==> config.mk <==
export PLATFORM = sky130hd
export DESIGN_NAME = sg_link_walker
export DESIGN_NICKNAME = d
export VERILOG_FILES = /design/src/rtl/sgw_pkg.sv /design/src/rtl/sgw_ctl_decode.sv /design/src/rtl/sgw_ptr.sv /design/src/rtl/sgw_fsm.sv /design/src/rtl/sg_link_walker.sv
export SDC_FILE = /design/constraint.sdc
export NUM_CORES = 1
export LEC_CHECK = 0
export ABC_AREA = 1
export BUFFER_PORTS_ARGS = -buffer_cell sky130_fd_sc_hd__buf_2
export CELL_PAD_IN_SITES_DETAIL_PLACEMENT = 2
export CELL_PAD_IN_SITES_GLOBAL_PLACEMENT = 2
export CORE_ASPECT_RATIO = 1.5
export CORE_UTILIZATION = 26
export CTS_CLUSTER_SIZE = 10
export DETAILED_ROUTE_END_ITERATION = 10
export GPL_ROUTABILITY_DRIVEN = 0
export PLACE_DENSITY_LB_ADDON = 0.1
export SKIP_CTS_REPAIR_TIMING = 1
export SLEW_MARGIN = 20
export SYNTH_ARGS = -nofsm -noshare
export SYNTH_HDL_FRONTEND = slang
export SYNTH_SLANG_ARGS = --single-unit
==> constraint.sdc <==
create_clock -name clk -period 1.89 [get_ports clk]
set_clock_uncertainty 0.1 [all_clocks]
set_input_delay 0.2835 -clock clk [delete_from_list [all_inputs] [get_ports clk]]
set_output_delay 0.2835 -clock clk [all_outputs]
set_load 0.02 [all_outputs]
==> src/rtl/sgw_pkg.sv <==
// Package: shared constants and types for the scatter-gather link walker.
// Assumes a 32-bit control word with a 24-bit length field in bits 31:8.
package sgw_pkg;
    localparam int WORD_W = 32;
    localparam int LEN_W  = 24;
    localparam int OP_W   = 3;

    typedef enum logic [2:0] {
        ST_IDLE,
        ST_CTL,
        ST_ADR,
        ST_ISSUE,
        ST_WAIT
    } walk_state_e;

    // Control fields kept after decode (valid/reserved are consumed by the check).
    typedef struct packed {
        logic             last;
        logic             notify;
        logic             wrap;
        logic [OP_W-1:0]  op;
        logic [LEN_W-1:0] len;
    } link_ctl_t;
endpackage

==> src/rtl/sgw_ctl_decode.sv <==
// Module: sgw_ctl_decode
// Splits a link control word into its fields and classifies the entry as
// bad (not valid, reserved bit set, or too long) or empty (zero length).
// Assumes the control word layout fixed in sgw_pkg. Purely combinational.
module sgw_ctl_decode
    import sgw_pkg::*;
#(
    parameter int unsigned MAX_SEG = 32'h0010_0000
) (
    input  logic [WORD_W-1:0] word,
    output link_ctl_t         ctl,
    output logic              bad,
    output logic              empty
);
    logic too_long;

    // Field extraction by bit position.
    always_comb begin
        ctl.last   = word[1];
        ctl.notify = word[2];
        ctl.op     = word[5:3];
        ctl.wrap   = word[6];
        ctl.len    = word[WORD_W-1:8];
    end

    // The length limit is only needed when the field can exceed it.
    generate
        if (MAX_SEG < (64'd1 << LEN_W)) begin : g_len_chk
            assign too_long = ({8'd0, word[WORD_W-1:8]} > MAX_SEG);
        end else begin : g_no_len_chk
            assign too_long = 1'b0;
        end
    endgenerate

    // Entry classification.
    always_comb begin
        bad   = !word[0] || word[7] || too_long;
        empty = (word[WORD_W-1:8] == '0);
    end
endmodule

==> src/rtl/sgw_ptr.sv <==
// Module: sgw_ptr
// Holds the latched table base and the current entry pointer, and forms the
// table word address (control word or address word of the entry).
// Assumes load, adv and wrap are mutually exclusive single-cycle strobes.
module sgw_ptr #(
    parameter int ADDR_W      = 32,
    parameter int ENTRY_BYTES = 8
) (
    input  logic              clk,
    input  logic              rst_n,
    input  logic              load,
    input  logic [ADDR_W-1:0] base,
    input  logic              adv,
    input  logic              wrap,
    input  logic              hi_sel,
    output logic [ADDR_W-1:0] tbl_addr
);
    localparam logic [ADDR_W-1:0] STEP    = ADDR_W'(ENTRY_BYTES);
    localparam logic [ADDR_W-1:0] HI_OFFS = ADDR_W'(ENTRY_BYTES / 2);

    logic [ADDR_W-1:0] base_q;
    logic [ADDR_W-1:0] ptr_q;

    // Base latch and entry pointer update.
    always_ff @(posedge clk) begin
        if (!rst_n) begin
            base_q <= '0;
            ptr_q  <= '0;
        end else if (load) begin
            base_q <= base;
            ptr_q  <= base;
        end else if (wrap) begin
            ptr_q  <= base_q;
        end else if (adv) begin
            ptr_q  <= ptr_q + STEP;
        end
    end

    // Word select within the entry.
    assign tbl_addr = hi_sel ? (ptr_q + HI_OFFS) : ptr_q;
endmodule

==> src/rtl/sgw_fsm.sv <==
// Module: sgw_fsm
// Sequencer of the walker: fetches the two words of each entry, offers the
// segment, waits for completion, and decides advance, wrap, stop or error.
// Assumes one table read outstanding at a time and that seg_done arrives only
// for an accepted segment.
module sgw_fsm
    import sgw_pkg::*;
#(
    parameter int          ADDR_W  = 32,
    parameter int unsigned MAX_SEG = 32'h0010_0000
) (
    input  logic              clk,
    input  logic              rst_n,
    input  logic              start,
    input  logic              tbl_rvalid,
    input  logic [WORD_W-1:0] tbl_rdata,
    input  link_ctl_t         ctl_in,
    input  logic              ctl_bad,
    input  logic              ctl_empty,
    input  logic              seg_ready,
    input  logic              seg_done,
    output logic              busy,
    output logic              tbl_req,
    output logic              hi_sel,
    output logic              seg_valid,
    output logic [ADDR_W-1:0] seg_addr,
    output logic [LEN_W-1:0]  seg_len,
    output logic [OP_W-1:0]   seg_op,
    output logic              irq,
    output logic              inv_err,
    output logic              ptr_load,
    output logic              ptr_adv,
    output logic              ptr_wrap
);
    walk_state_e       state_q;
    link_ctl_t         ctl_q;
    logic [ADDR_W-1:0] addr_q;
    logic              irq_q;
    logic              err_q;
    logic              step_ev;
    logic              step_last;
    logic              step_ring;

    // Entry-finished event and the flags that steer it.
    always_comb begin
        step_ev   = 1'b0;
        step_last = ctl_q.last;
        step_ring = ctl_q.wrap;
        if (state_q == ST_CTL && tbl_rvalid && !ctl_bad && ctl_empty) begin
            step_ev   = 1'b1;
            step_last = ctl_in.last;
            step_ring = ctl_in.wrap;
        end else if (state_q == ST_WAIT && seg_done) begin
            step_ev   = 1'b1;
        end
        ptr_load = (state_q == ST_IDLE) && start;
        ptr_adv  = step_ev && !step_last;
        ptr_wrap = step_ev && step_last && step_ring;
    end

    // Main sequencer.
    always_ff @(posedge clk) begin
        if (!rst_n) begin
            state_q <= ST_IDLE;
            ctl_q   <= '0;
            addr_q  <= '0;
            irq_q   <= 1'b0;
            err_q   <= 1'b0;
        end else begin
            irq_q <= 1'b0;
            case (state_q)
                ST_IDLE: if (start) begin
                    err_q   <= 1'b0;
                    state_q <= ST_CTL;
                end
                ST_CTL: if (tbl_rvalid) begin
                    ctl_q <= ctl_in;
                    if (ctl_bad) begin
                        err_q   <= 1'b1;
                        state_q <= ST_IDLE;
                    end else if (ctl_empty) begin
                        state_q <= (ctl_in.last && !ctl_in.wrap) ? ST_IDLE : ST_CTL;
                    end else begin
                        state_q <= ST_ADR;
                    end
                end
                ST_ADR: if (tbl_rvalid) begin
                    addr_q  <= tbl_rdata[ADDR_W-1:0];
                    state_q <= ST_ISSUE;
                end
                ST_ISSUE: if (seg_ready) begin
                    state_q <= ST_WAIT;
                end
                ST_WAIT: if (seg_done) begin
                    irq_q   <= ctl_q.notify;
                    state_q <= (ctl_q.last && !ctl_q.wrap) ? ST_IDLE : ST_CTL;
                end
                default: state_q <= ST_IDLE;
            endcase
        end
    end

    // Output decode.
    assign busy      = (state_q != ST_IDLE);
    assign tbl_req   = (state_q == ST_CTL) || (state_q == ST_ADR);
    assign hi_sel    = (state_q == ST_ADR);
    assign seg_valid = (state_q == ST_ISSUE);
    assign seg_addr  = addr_q;
    assign seg_len   = ctl_q.len;
    assign seg_op    = ctl_q.op;
    assign irq       = irq_q;
    assign inv_err   = err_q;


    start_accept_chk: assert property (@(posedge clk) disable iff (!rst_n)
        (start && !busy) |=> (busy && tbl_req && !inv_err));

    seg_hold_chk: assert property (@(posedge clk) disable iff (!rst_n)
        (seg_valid && !seg_ready) |=> (seg_valid && $stable(seg_addr) && $stable(seg_len)));

    seg_nonzero_chk: assert property (@(posedge clk) disable iff (!rst_n)
        seg_valid |-> (seg_len != '0));

    seg_max_chk: assert property (@(posedge clk) disable iff (!rst_n)
        seg_valid |-> ({8'd0, seg_len} <= MAX_SEG));

    irq_pulse_chk: assert property (@(posedge clk) disable iff (!rst_n)
        irq |=> !irq);

    err_stop_chk: assert property (@(posedge clk) disable iff (!rst_n)
        $rose(inv_err) |-> (!busy && !seg_valid));

    no_read_in_flight_chk: assert property (@(posedge clk) disable iff (!rst_n)
        seg_valid |-> !tbl_req);
endmodule

==> src/rtl/sg_link_walker.sv <==
// Module: sg_link_walker (top)
// Walks a table of 8-byte scatter-gather link entries and issues one segment
// per non-empty entry to a downstream byte mover, with ring and error handling.
// Assumes the table read port returns data for a held request, one at a time.
module sg_link_walker
    import sgw_pkg::*;
#(
    parameter int          ADDR_W      = 32,
    parameter int          ENTRY_BYTES = 8,
    parameter int unsigned MAX_SEG     = 32'h0010_0000
) (
    input  logic              clk,
    input  logic              rst_n,
    input  logic              start,
    input  logic [ADDR_W-1:0] base_addr,
    output logic              busy,
    output logic              tbl_req,
    output logic [ADDR_W-1:0] tbl_addr,
    input  logic              tbl_rvalid,
    input  logic [WORD_W-1:0] tbl_rdata,
    output logic              seg_valid,
    input  logic              seg_ready,
    output logic [ADDR_W-1:0] seg_addr,
    output logic [LEN_W-1:0]  seg_len,
    output logic [OP_W-1:0]   seg_op,
    input  logic              seg_done,
    output logic              irq,
    output logic              inv_err
);
    link_ctl_t ctl_dec;
    logic      ctl_bad;
    logic      ctl_empty;
    logic      hi_sel;
    logic      ptr_load;
    logic      ptr_adv;
    logic      ptr_wrap;

    sgw_ctl_decode #(.MAX_SEG(MAX_SEG)) u_dec (
        .word  (tbl_rdata),
        .ctl   (ctl_dec),
        .bad   (ctl_bad),
        .empty (ctl_empty)
    );

    sgw_ptr #(.ADDR_W(ADDR_W), .ENTRY_BYTES(ENTRY_BYTES)) u_ptr (
        .clk      (clk),
        .rst_n    (rst_n),
        .load     (ptr_load),
        .base     (base_addr),
        .adv      (ptr_adv),
        .wrap     (ptr_wrap),
        .hi_sel   (hi_sel),
        .tbl_addr (tbl_addr)
    );

    sgw_fsm #(.ADDR_W(ADDR_W), .MAX_SEG(MAX_SEG)) u_fsm (
        .clk        (clk),
        .rst_n      (rst_n),
        .start      (start),
        .tbl_rvalid (tbl_rvalid),
        .tbl_rdata  (tbl_rdata),
        .ctl_in     (ctl_dec),
        .ctl_bad    (ctl_bad),
        .ctl_empty  (ctl_empty),
        .seg_ready  (seg_ready),
        .seg_done   (seg_done),
        .busy       (busy),
        .tbl_req    (tbl_req),
        .hi_sel     (hi_sel),
        .seg_valid  (seg_valid),
        .seg_addr   (seg_addr),
        .seg_len    (seg_len),
        .seg_op     (seg_op),
        .irq        (irq),
        .inv_err    (inv_err),
        .ptr_load   (ptr_load),
        .ptr_adv    (ptr_adv),
        .ptr_wrap   (ptr_wrap)
    );
endmodule

Word level (Yosys, flattened, before mapping)
Index checks and enable logic that the tools add are counted.
Widths: inputs -> output; s select.
{ "word_totals": {"register_bits": 131, "latch_bits": 0, "ramBits": 0, "romBits": 0, "input_bits": 70, "out_inout_bits": 96, "elab_cells": 74, "n_memories": 0} }
{ "classes": {"add_sub_neg": 2, "n_mul": 0, "n_div": 0, "order_cmp": 1, "eq_ne": 10, "shifts": 0, "mux": 22, "n_bitwise": 0, "n_reduce_logical": 28} }
{ "ops": {"columns": ["cell", "count"], "rows": [
  ["$mux 32", 4],
  ["$add 32x3->32 const B", 1],
  ["$add 32x4->32 const B", 1],
  ["$gt 24x21->1 const B", 1],
  ["$logic_not 24->1", 1],
  ["$mux 3", 7],
  ["$pmux 3 s5", 1],
  ["$logic_and 1x1->1", 10],
  ["$mux 1", 9],
  ["$ne 2x2->1 const B", 4],
  ["$eq 3x2->1 const B", 2],
  ["$reduce_bool 3->1", 2],
  ["$logic_not 1->1", 5],
  ["$reduce_and 5->1", 1],
  ["$ne 2x1->1 const B", 2],
  ["$reduce_and 2->1", 2],
  ["$reduce_and 4->1", 1],
  ["$eq 3x1->1 const B", 1],
  ["$eq 3x3->1 const B", 1],
  ["$logic_not 3->1", 1],
  ["$logic_or 1x1->1", 3],
  ["$reduce_and 3->1", 1],
  ["$pmux 1 s2", 1],
  ["$reduce_bool 2->1", 1]
]} }

Logic depth before layout (Yosys ltp)
{ "depth": {"ltp_word": 12, "depth_mapped": 15} }

By module
Synthesis repeated with hierarchy kept, for this count alone.
{ "hier_totals": {"hier_cells": 1046, "area_unflattened_um2": 7048.0} }
{ "by_module_without_submodules": {"columns": ["mod", "instances", "cells_each", "area_per_inst_um2", "seq_area_each_um2"], "rows": [
  ["sgw_ptr", 1, 616, 3923.8, 1281.2],
  ["sgw_fsm", 1, 372, 2790.2, 1341.3],
  ["sgw_ctl_decode", 1, 58, 334.1, 0.0]
]} }

Least setup slack after synthesis
OpenSTA, ideal clock, no wires.
{ "synth_path": {"kind": "register to output", "startpoint": "reg u_ptr.ptr_q[4]", "endpoint": "out tbl_addr[23]", "arrival_time_ns": 1.964, "required_ns": 1.507, "setup_slack_ns": -0.457, "stages_incl_launch_ff": 11, "n_path_buf": 0, "cell_sequence": "dfxtp_1 -> ha_1 -> nand2_1 -> nor2_1 -> nand3_2 -> nor2_2 -> nand2_1 -> nor2_2 -> nand2_1 -> xor2_1 -> o21ai_0"} }
{ "synth_between": {"elab_chain_len": 2} }
{ "synth_rtl": {"columns": ["element", "line_no", "rtl"], "rows": [
  ["start, declared", "sgw_ptr.sv:22", "logic [ADDR_W-1:0] ptr_q;"],
  ["start signal, assigned", "sgw_ptr.sv:31", "ptr_q <= base;"],
  ["start signal, assigned", "sgw_ptr.sv:33", "ptr_q <= base_q;"],
  ["start signal, assigned", "sgw_ptr.sv:35", "ptr_q <= ptr_q + STEP;"],
  ["$add 32x3->32", "sgw_ptr.sv:40", "assign tbl_addr = hi_sel ? (ptr_q + HI_OFFS) : ptr_q;"],
  ["$mux 32", "sgw_ptr.sv:40", null],
  ["end, declared", "sg_link_walker.sv:18", "output logic [ADDR_W-1:0] tbl_addr,"]
]} }
Every way passes these cells.

Worst setup path in the final report
{ "layout_path": {"startpoint": "reg u_fsm.state_q[0]", "endpoint": "out tbl_addr[26]"} }
{ "layout_between": {"elab_chain_len": 2} }
{ "layout_rtl": {"columns": ["element", "line_no", "rtl"], "rows": [
  ["start, declared", "sgw_fsm.sv:35", "walk_state_e state_q;"],
  ["start signal, assigned", "sgw_fsm.sv:82", "state_q <= (ctl_in.last && !ctl_in.wrap) ? ST_IDLE : ST_CTL;"],
  ["start signal, assigned", "sgw_fsm.sv:96", "state_q <= (ctl_q.last && !ctl_q.wrap) ? ST_IDLE : ST_CTL;"],
  ["$eq 3x2->1", "sgw_fsm.sv:106", "assign hi_sel = (state_q == ST_ADR);"],
  ["$mux 32", "sgw_ptr.sv:40", null]
]} }
Every way passes these cells.

==> results.sh <==
export IMPL_status="finished, violations left"
export IMPL_failed_checks="hold timing, setup timing"
export IMPL_io_pins=166
export IMPL_drc_errors=0
export IMPL_post_dp_cell_area_um2=9370
export IMPL_antenna_left=0
export IMPL_synth_edf_count=0
export IMPL_critical_path_slowest_cell="dfxtp_2"
export IMPL_vias_per_cell=4.84
export IMPL_yosysSeqAreaShare=0.375
export IMPL_htree_num_levels=4
export IMPL_clk_path_buf_depth=2
export IMPL_vias=8216
export IMPL_ys_ff_latch=131
export IMPL_grt_pass1_vias=8675
export IMPL_avgSynthCellArea_um2=6.71
export IMPL_portBuffers=165
export IMPL_hold_class="in2reg"
export IMPL_path_class="reg2out"
export IMPL_drtIter0Drc=212
export IMPL_worst_pin_slew_ps=433
export IMPL_nNetsFinal=1417
export IMPL_timing_hold_ws_ps=-2.57
export IMPL_overflow=0
export IMPL_slowest_delay_ps=340
export IMPL_finalHoldViolCount=1
export IMPL_dominantRegCellSynth="dfxtp_1"
export IMPL_hpwl_mm=22.9
export IMPL_synth_top_cell_area_share=0.375
export IMPL_antenna_found_initial=3
export IMPL_insertion_delay_ps=440
export IMPL_slew_viol_final=0
export IMPL_netlist_instances=1042
export IMPL_vdd_drop_max_v=0.000682
export IMPL_critPathMaxFanout=3
export IMPL_most_common_layout_cells="223 x nand2_1, 175 x buf_4, 134 x buf_2"
export IMPL_start_kind="flip-flop"
export IMPL_layout_commonest_cell="nand2_1"
export IMPL_placedCellCount=1626
export IMPL_async_flop_share=0
export IMPL_routed_wl_mm=35.4
export IMPL_fin_ws_ps=-767
export IMPL_busiest_layer="met2"
export IMPL_die_area_um2=27600
export IMPL_path_cells="nor2_4 -> nand2_4 -> nor2_4 -> nand2_2 -> nor2_4 -> inv_2 -> nor2_4 -> inv_2 -> nor4_4 -> xnor2_2 -> inv_2 -> buf_2"
export IMPL_min_period_ps=2660
export IMPL_slew_headroom=0.712
export IMPL_core_area_um2=26500
export IMPL_rsz0062_at_grt="true"
export IMPL_met1_usage=0.211
export IMPL_first_pass_iters=5
export IMPL_pre_cts_ws_ps=-527
export IMPL_rows=73
export IMPL_clock_fmax_ghz=0.376
export IMPL_grtUsageMet2=0.458
export IMPL_clk_pin_slew_ps=70
export IMPL_tritoncts_num_buffers=17
export IMPL_endpoint_kind="output pin"
export IMPL_crit_required_ps=1510
export IMPL_avgRoutedWirePerCell_um=20.8
export IMPL_start_util=0.264
export IMPL_synth_area_um2=6990
export IMPL_cts_tree="done"
export IMPL_track_usage=0.224
export IMPL_finish_utilization=0.430
export IMPL_fin_crit_sh=1.41
export IMPL_fp_dieH_um=203
export IMPL_yosysTopAreaCell="dfxtp_1"
export IMPL_yosysWarnings=0
export IMPL_instances_no_fill=1697
export IMPL_grt_first_pass_wirelength_mm=46.5
export IMPL_syn_nets=1114
export IMPL_grt_max_degree=48
export IMPL_die_w_um=136
export IMPL_drive_gt1_frac=0.446
export IMPL_root_buffer="clkbuf_16"
export IMPL_areaGrowthSynthToFinish_pct=63.1
export IMPL_final_area_um2=11400
export IMPL_power_density_nw_per_um2=1110
export IMPL_numClockSinks=131
export IMPL_crit_arrival_ps=2270
export IMPL_p_leak_nw=5.39
export IMPL_ys_types=34
export IMPL_maxCapViolations=0
export IMPL_cpMostUsedCell="nor2_4"
export IMPL_setup_viol=85
export IMPL_met3_usage=0.0477
export IMPL_synth_area_top_cells="dfxtp_1 38%, nand2_1 14%, nor2_1 7.1%, a21oi_1 6.4%, inv_1 5.3%"
critical path, delay by kind of cell (launching register included):
family	cells	cell delay, ps
flip-flops	1	340
buffers and inverters	4	340
AND/OR/NAND/NOR	7	980
XOR/XNOR	1	170
final timing paths:
kind | start | to | slack [ps] | cells past startpoint
min | tbl_rdata[4] | u_fsm.seg_op[1] | -3 | 3
min reg2reg | u_fsm.ctl_q[28] | u_fsm.irq | 340 | 2
max reg2reg | u_ptr.ptr_q[6] | u_ptr.ptr_q[30] | -350 | 12
max | u_fsm.state_q[0] | tbl_addr[26] | -770 | 12
layout make-up:
| type | count | area (µm²) |
|---|---|---|
| Timing Repair Buffer | 367 | 2880 |
| Clock buffer | 17 | 425 |
| Multi-Input combinational cell | 720 | 4340 |
| Fill cell | 3023 | 15100 |
| Tap cell | 337 | 422 |
| Clock inverter | 15 | 244 |
| Sequential cell | 131 | 2660 |
| Antenna cell | 2 | 5.00 |
| Inverter | 108 | 423 |
through the flow:
stage          power (W)  TNS, ps
3_3_place_gp     0.00745   -10680
3_5_place_dp     0.00756   -13510
4_1_cts           0.0115   -25240
6_report          0.0127   -24250
2_1_floorplan    0.00581     -719
5_1_grt           0.0133   -32180
logic make-up (layout without fill, tap and decap cells):
kind of cell | Yosys count | count (layout) | share of synthesized area
AOI/OAI and AO/OA | 165 | 165 | 0.120
xor gates and xnor gates | 39 | 39 | 0.0489
adders and majority gates | 2 | 2 | 0.00358
buffers and inverters | 191 | 507 | 0.126
DFF | 131 | 131 | 0.375
other | 0 | 2 | 0
and+or+nand+nor | 514 | 514 | 0.327
per-layer routing:
metal  share of wire  vias up
met3           0.035       67
li1                -     3884
met4           0.044        2
met5         0.00023        -
met2            0.59      191
met1            0.34     4072
report_power, final:
group	leakage, nW	internal, W	total, W	switching, W
sequential	1.08	0.00319	0.00352	0.000326
combinational	3.98	0.00223	0.00524	0.00300
clock	0.324	0.00239	0.00393	0.00154
state kept, by name (all words and copies together) (netlist names):
name,flops
u_fsm.seg_len,24
u_fsm.ctl_q,3
u_fsm.irq,1
u_fsm.seg_addr,32
u_ptr.base_q,32
u_ptr.ptr_q,32
u_fsm.seg_op,3
u_fsm.state_q,3
u_fsm.inv_err,1
cells in the mapped netlist (6+ instances only):
cell type / instances
nor2_1: 133
nand2_1: 255
nor3_1: 12
buf_6: 6
a21oi_1: 90
inv_2: 8
buf_2: 10
o21ai_1: 19
nand3_2: 9
clkbuf_1: 27
dfxtp_1: 131
xor2_1: 34
nand3_1: 55
o21ai_0: 52
buf_1: 11
nand4_1: 26
inv_1: 98
buf_4: 29
(Power assumes the default switching activity.)
